`src/rtl/rds_pkg.sv`:
```
package rds_pkg;
  typedef enum logic [2:0] {
    ST_IDLE  = 3'd0,
    ST_GAP1  = 3'd1,
    ST_XFER  = 3'd2,
    ST_GAP2  = 3'd3,
    ST_RAMP  = 3'd4
  } rds_state_e;
endpackage

```
`src/rtl/rds_fsm.sv`:
```
module rds_fsm
  import rds_pkg::*;
#(
  parameter int XW = 4
) (
  input  logic          clk,
  input  logic          rst_n,
  input  logic          hit_i,
  input  logic          ramp_end_i,
  input  logic [XW-1:0] xfer_len_i,
  output logic          sw1_o,
  output logic          sw2_o,
  output logic          sw3_o,
  output logic          busy_o,
  output logic          ramp_start_o,
  output logic          ramp_act_o
);
  rds_state_e    state_q;
  logic [XW-1:0] xc_q;

  always_ff @(posedge clk) begin
    if (!rst_n) begin
      state_q <= ST_IDLE;
      xc_q    <= '0;
    end else begin
      unique case (state_q)
        ST_IDLE: if (hit_i) state_q <= ST_GAP1;
        ST_GAP1: begin
          state_q <= ST_XFER;
          xc_q    <= (xfer_len_i == '0) ? '0 : xfer_len_i - 1'b1;
        end
        ST_XFER: begin
          if (xc_q == '0) state_q <= ST_GAP2;
          else            xc_q    <= xc_q - 1'b1;
        end
        ST_GAP2: state_q <= ST_RAMP;
        ST_RAMP: if (ramp_end_i) state_q <= ST_IDLE;
        default: state_q <= ST_IDLE;
      endcase
    end
  end

  assign sw1_o        = (state_q == ST_IDLE) && hit_i;
  assign sw2_o        = (state_q == ST_XFER);
  assign sw3_o        = (state_q == ST_RAMP);
  assign busy_o       = (state_q != ST_IDLE);
  assign ramp_start_o = (state_q == ST_GAP2);
  assign ramp_act_o   = (state_q == ST_RAMP);


  switch_excl_chk: assert property (@(posedge clk) disable iff (!rst_n)
    $onehot0({sw1_o, sw2_o, sw3_o}));


  xfer_gap_chk: assert property (@(posedge clk) disable iff (!rst_n)
    $rose(sw2_o) |-> (!$past(sw1_o) && !$past(sw3_o)));


  ramp_gap_chk: assert property (@(posedge clk) disable iff (!rst_n)
    $rose(sw3_o) |-> !$past(sw2_o));


  charge_release_chk: assert property (@(posedge clk) disable iff (!rst_n)
    (sw1_o && !busy_o) |=> (busy_o && !sw1_o));
endmodule

```
`src/rtl/rds_rundown.sv`:
```
module rds_rundown #(
  parameter int CW = 8
) (
  input  logic          clk,
  input  logic          rst_n,
  input  logic          ramp_start_i,
  input  logic          ramp_act_i,
  input  logic          cmp_i,
  output logic          ramp_end_o,
  output logic          valid_o,
  output logic [CW-1:0] fine_o,
  output logic          ovf_o
);
  localparam logic [CW-1:0] CNT_MAX = {CW{1'b1}};

  logic [CW-1:0] cnt_q;

  assign ramp_end_o = ramp_act_i && (cmp_i || (cnt_q == CNT_MAX));

  always_ff @(posedge clk) begin
    if (!rst_n) begin
      cnt_q   <= '0;
      valid_o <= 1'b0;
      fine_o  <= '0;
      ovf_o   <= 1'b0;
    end else begin
      valid_o <= ramp_end_o;
      if (ramp_start_i)
        cnt_q <= {{(CW-1){1'b0}}, 1'b1};
      else if (ramp_act_i && !ramp_end_o)
        cnt_q <= cnt_q + 1'b1;
      if (ramp_end_o) begin
        fine_o <= cnt_q;
        ovf_o  <= !cmp_i;
      end
    end
  end


  valid_single_chk: assert property (@(posedge clk) disable iff (!rst_n)
    valid_o |=> !valid_o);


  valid_after_ramp_chk: assert property (@(posedge clk) disable iff (!rst_n)
    (ramp_act_i && cmp_i) |=> (valid_o && !ovf_o));


  ovf_full_chk: assert property (@(posedge clk) disable iff (!rst_n)
    (valid_o && ovf_o) |-> (fine_o == CNT_MAX));


  hold_result_chk: assert property (@(posedge clk) disable iff (!rst_n)
    !$past(ramp_end_o) |-> ($stable(fine_o) && $stable(ovf_o)));
endmodule

```
`src/rtl/rds_deadcnt.sv`:
```
module rds_deadcnt #(
  parameter int DW = 16
) (
  input  logic          clk,
  input  logic          rst_n,
  input  logic          busy_i,
  input  logic          hit_i,
  output logic [DW-1:0] cnt_o
);
  localparam logic [DW-1:0] DMAX = {DW{1'b1}};

  always_ff @(posedge clk) begin
    if (!rst_n)                                  cnt_o <= '0;
    else if (busy_i && hit_i && cnt_o != DMAX)   cnt_o <= cnt_o + 1'b1;
  end


  dead_inc_chk: assert property (@(posedge clk) disable iff (!rst_n)
    (busy_i && hit_i && cnt_o != DMAX) |=> (cnt_o == $past(cnt_o) + 1'b1));


  dead_idle_chk: assert property (@(posedge clk) disable iff (!rst_n)
    !(busy_i && hit_i) |=> $stable(cnt_o));
endmodule

```
`src/rtl/rundown_seq.sv`:
```
module rundown_seq #(
  parameter int XW = 4,
  parameter int CW = 8,
  parameter int DW = 16
) (
  input  logic          clk,
  input  logic          rst_n,
  input  logic          hit_i,
  input  logic          cmp_i,
  input  logic [XW-1:0] xfer_len_i,
  output logic          sw_charge_o,
  output logic          sw_xfer_o,
  output logic          sw_ramp_o,
  output logic          busy_o,
  output logic          valid_o,
  output logic [CW-1:0] fine_o,
  output logic          ovf_o,
  output logic [DW-1:0] dead_cnt_o
);
  logic ramp_end, ramp_start, ramp_act;

  rds_fsm #(.XW(XW)) u_fsm (
    .clk(clk), .rst_n(rst_n), .hit_i(hit_i), .ramp_end_i(ramp_end),
    .xfer_len_i(xfer_len_i), .sw1_o(sw_charge_o), .sw2_o(sw_xfer_o),
    .sw3_o(sw_ramp_o), .busy_o(busy_o), .ramp_start_o(ramp_start),
    .ramp_act_o(ramp_act)
  );

  rds_rundown #(.CW(CW)) u_rundown (
    .clk(clk), .rst_n(rst_n), .ramp_start_i(ramp_start),
    .ramp_act_i(ramp_act), .cmp_i(cmp_i), .ramp_end_o(ramp_end),
    .valid_o(valid_o), .fine_o(fine_o), .ovf_o(ovf_o)
  );

  rds_deadcnt #(.DW(DW)) u_dead (
    .clk(clk), .rst_n(rst_n), .busy_i(busy_o), .hit_i(hit_i),
    .cnt_o(dead_cnt_o)
  );


  idle_on_valid_chk: assert property (@(posedge clk) disable iff (!rst_n)
    valid_o |-> (!busy_o && !sw_xfer_o && !sw_ramp_o));
endmodule

```
`config.mk`:
```
export PLATFORM = sky130hd
export DESIGN_NAME = rundown_seq
export DESIGN_NICKNAME = d
export VERILOG_FILES = /design/src/rtl/rds_pkg.sv /design/src/rtl/rds_fsm.sv /design/src/rtl/rds_rundown.sv /design/src/rtl/rds_deadcnt.sv /design/src/rtl/rundown_seq.sv
export SDC_FILE = /design/constraint.sdc
export NUM_CORES = 1
export LEC_CHECK = 0
export BUFFER_PORTS_ARGS = -buffer_cell sky130_fd_sc_hd__buf_2
export CAP_MARGIN = 0
export CORE_MARGIN = 8
export CORE_UTILIZATION = 50
export DETAILED_ROUTE_END_ITERATION = 8
export PLACE_DENSITY = 0.75
export SLEW_MARGIN = 10
export SYNTH_ARGS = -nofsm -noshare
export SYNTH_HDL_FRONTEND = slang
export SYNTH_HIERARCHICAL = 1
export SYNTH_SLANG_ARGS = --single-unit
```
`constraint.sdc`:
```
create_clock -name clk -period 2.1 [get_ports clk]
set_input_delay 0.105 -clock clk [delete_from_list [all_inputs] [get_ports clk]]
set_output_delay 0.105 -clock clk [all_outputs]
set_load 0.01 [all_outputs]
```
==> flow_metrics.tcl <==
set metrics [dict create \
    initial_core_util_pct 50.68 \
    fin_crit_sh_pct 92.75 \
    stdcell_count 359 \
    tightest_slew_ns 0.4505 \
    synth_cell_type_count 60 \
    synth-compound-area-share_pct 17.55 \
    finalSetupViolations 0 \
    critPathArrivalTime_ns 2.17 \
    worstPathRequired_ns 2.32 \
    gp_congestion 0.8038 \
    htree_levels 2 \
    grt_setup_unrepaired "false" \
    die_height_um 81.51 \
    cp_max_fo 6 \
    netSwitchingPower_uw 469.3 \
    diodes 0 \
    power_mw 1.794 \
    drive_gt1_share_pct 30.29 \
    share_seq_of_total_power_pct 46.0 \
    yosys.area_share.simple_pct 28.16 \
    synth-xor-area-share_pct 2.857 \
    pwr_density_cell_nw_per_um2 670.0 \
    dp_slack_ns -0.1072 \
    hold_viol 0 \
    p_int_mw 1.325 \
    swShare_pct 26.16 \
    clk_pin_slew_ns 0.08 \
    ios 38 \
    fin_crit_ns 1.948 \
    routed_via_density 5.526 \
    syn_area_per_cell_um2 8.867 \
    antenna_found_initial 0 \
    synth_area_um2 2146 \
    synth_edf_count 0 \
    slew_headroom_pct 69.69 \
    ys_ff_latch 41 \
    grt_start_max_net_pins 24 \
    cts_tree "built" \
    grt_pass1_wl_mm 8.355 \
    vias 1984 \
    worstSetupPathType "reg -> reg" \
    cellLeakagePower_nw 1.109 \
    wl_mm 4.902 \
    fin_hold_ws_ns 0.1220 \
    synth_fa_ha_area_share_pct 1.749 \
    layout_setup_ws_ns 0.1522 \
    finalMaxSlewViolations 0 \
    synth_seq_area_share_pct 38.25 \
    syn2layout_area_growth_pct 24.78 \
    syn_nets 253 \
    drt_pass1_iterations 4 \
    setup_tns_ns 0 \
    synthMuxAreaShare_pct 6.064 \
    comb_power_share_pct 16.5 \
    synthCells 242 \
    die_area_um2 6644 \
    wl_per_cell_um 13.65 \
    synth_top_family_by_area "simple AND/OR/NAND/NOR gates" \
    rows 24 \
    chipWidth_um 81.51 \
    cts.sinks 41 \
    cts_buffers 5 \
    track_usage_pct 15.86 \
    core_area_um2 4234 \
    cp-end-kind "register" \
    drv_cap 0 \
    yosys.area.top_type "dfxtp_1" \
    ys_top_cells_by_area "dfxtp_1, mux2i_1, nand2_1" \
    nets 317 \
    startpoint "u_dead/cnt_o[7]$_SDFFE_PN0P_" \
    overflow 0 \
    min_path_type "in -> reg" \
    synth_top_area_share_pct 38.25 \
    start_kind "register" \
    final_antenna_net_count 0 \
    dp.cells 348 \
    async_reset_ff_share_pct 0 \
    port_buffers 37 \
    grt_pass1_vias 1938 \
    hp-start "xfer_len_i[3]" \
    dpl.hpwl_mm 3.636 \
    fin_skew_ns 0.009817 \
    insertion_delay_ns 0.30 \
    cts_root_buf "clkbuf_8" \
    drc_errors 0 \
    synthFlopType "dfxtp_1" \
    peakVddDrop_mv 0.4015 \
    max_freq_ghz 0.5134 \
    drt_iter0_drc 103 \
    clockBufferDepth 2 \
    ys_warn_count 6 \
    r2r_start "u_dead/cnt_o[7]$_SDFFE_PN0P_" \
    pwr-share-clk_pct 37.5 \
    run_status "complete, no violations" \
]
==> state kept, by name, indices dropped and copies added (netlist names) <==
signal and count:
u_fsm/state_q 3, u_rundown/cnt_q 8, u_dead/cnt_o 16, u_rundown/ovf_o 1, u_fsm/xc_q 4, u_rundown/valid_o 1
u_rundown/fine_o 8
==> worst paths after layout <==
kind,slack (ns),endpoint,cells past startpoint
max,0.15,u_dead/cnt_o[15]$_SDFFE_PN0P_,5
min,0.12,u_fsm/xc_q[3]$_SDFFE_PN0P_,3
max reg2reg,0.15,u_dead/cnt_o[15]$_SDFFE_PN0P_,5
min reg2reg,0.46,u_rundown/fine_o[4]$_SDFFE_PN0P_,2
==> cells by family after synthesis <==
| kind of cell | count (synthesis) |
|---|---|
| compound gates | 52 |
| simple gates | 107 |
| flops | 41 |
| xor+xnor | 7 |
| fa+ha+maj | 3 |
| buf+inv | 19 |
| mux | 13 |
==> cell usage after synthesis (all sizes together), types with 5 or more instances <==
| master | count |
|---|---|
| dfxtp | 41 |
| nand2 | 31 |
| a21oi | 15 |
| mux2i | 13 |
| nor2 | 13 |
| o21ai | 13 |
| nand3 | 11 |
| inv | 10 |
| nand4 | 8 |
| or3 | 8 |
| nor3 | 7 |
| buf | 6 |
| xor2 | 5 |
==> through the flow <==
step / utilization [%] / area (µm²)
3_5_place_dp: 59.54 / 2521
6_report: 63.24 / 2678
3_3_place_gp: 59.54 / 2521
5_1_grt: 63.24 / 2678
4_1_cts: 62.88 / 2663
2_1_floorplan: - / 2146
==> final cells by class <==
| cell class | instances | area [µm²] |
|---|---|---|
| Clock buffer | 6 | 82.58 |
| Fill cell | 378 | 1556 |
| Timing Repair Buffer | 66 | 405.4 |
| Sequential cell | 41 | 820.8 |
| Multi-Input combinational cell | 182 | 1229 |
| Inverter | 10 | 37.54 |
| Clock inverter | 2 | 37.54 |
| Tap cell | 52 | 65.06 |
==> per-layer routing <==
metal	GRT usage [%]	vias up	wire length, µm
li1	-	1006	-
met1	16.56	934	2075
met2	28.56	35	2543
met3	4.486	9	190
met4	7.679	0	93
met5	0	-	0
==> critical path: stages (launching register included) <==
cell	delay (ns)
dfxtp_1	0.37
nand3_2	0.12
buf_4	0.16
or4_4	0.57
or4_1	0.48
a21oi_1	0.16
==> cells in the final DEF (no fill, tap or decap), types with 2 or more instances in the layout <==
cell / Yosys / layout
a21oi_1: 15 / 15
and3_1: 4 / 4
and4_1: 2 / 2
buf_2: 1 / 37
buf_4: 1 / 28
clkbuf_8: 0 / 6
dfxtp_1: 41 / 41
ha_1: 3 / 3
inv_1: 10 / 10
mux2i_1: 13 / 13
nand2_1: 30 / 30
nand2b_1: 2 / 2
nand3_1: 9 / 9
nand3_2: 2 / 2
nand4_1: 7 / 7
nor2_1: 13 / 13
nor3_1: 7 / 7
nor3b_1: 3 / 3
nor4_1: 3 / 3
o21a_1: 4 / 4
o21ai_0: 12 / 12
o22ai_1: 2 / 2
o31ai_1: 3 / 3
or3_1: 6 / 6
or3_2: 2 / 2
or4_1: 3 / 3
xnor2_1: 2 / 2
xor2_1: 5 / 5
==> power groups by stage <==
stage | Clock, mW | Combinational (mW) | Sequential, mW
detailed placement | 0 | 0.284 | 0.844
floorplan | 0 | 0.217 | 0.845
finish | 0.672 | 0.296 | 0.826
CTS | 0.687 | 0.290 | 0.826
global route | 0.721 | 0.325 | 0.831
global placement | 0 | 0.279 | 0.843
==> timing repair <==
item                                    4_1_cts  5_1_grt
hold buffers                                  1        0
setup buffers                                 0        2
resized for setup                             1        0
endpoints found under the hold margin         1        0
pin swaps                                     0        1
endpoints found under the setup margin        4        1
Note: power is estimated with default switching activity, not from simulation.
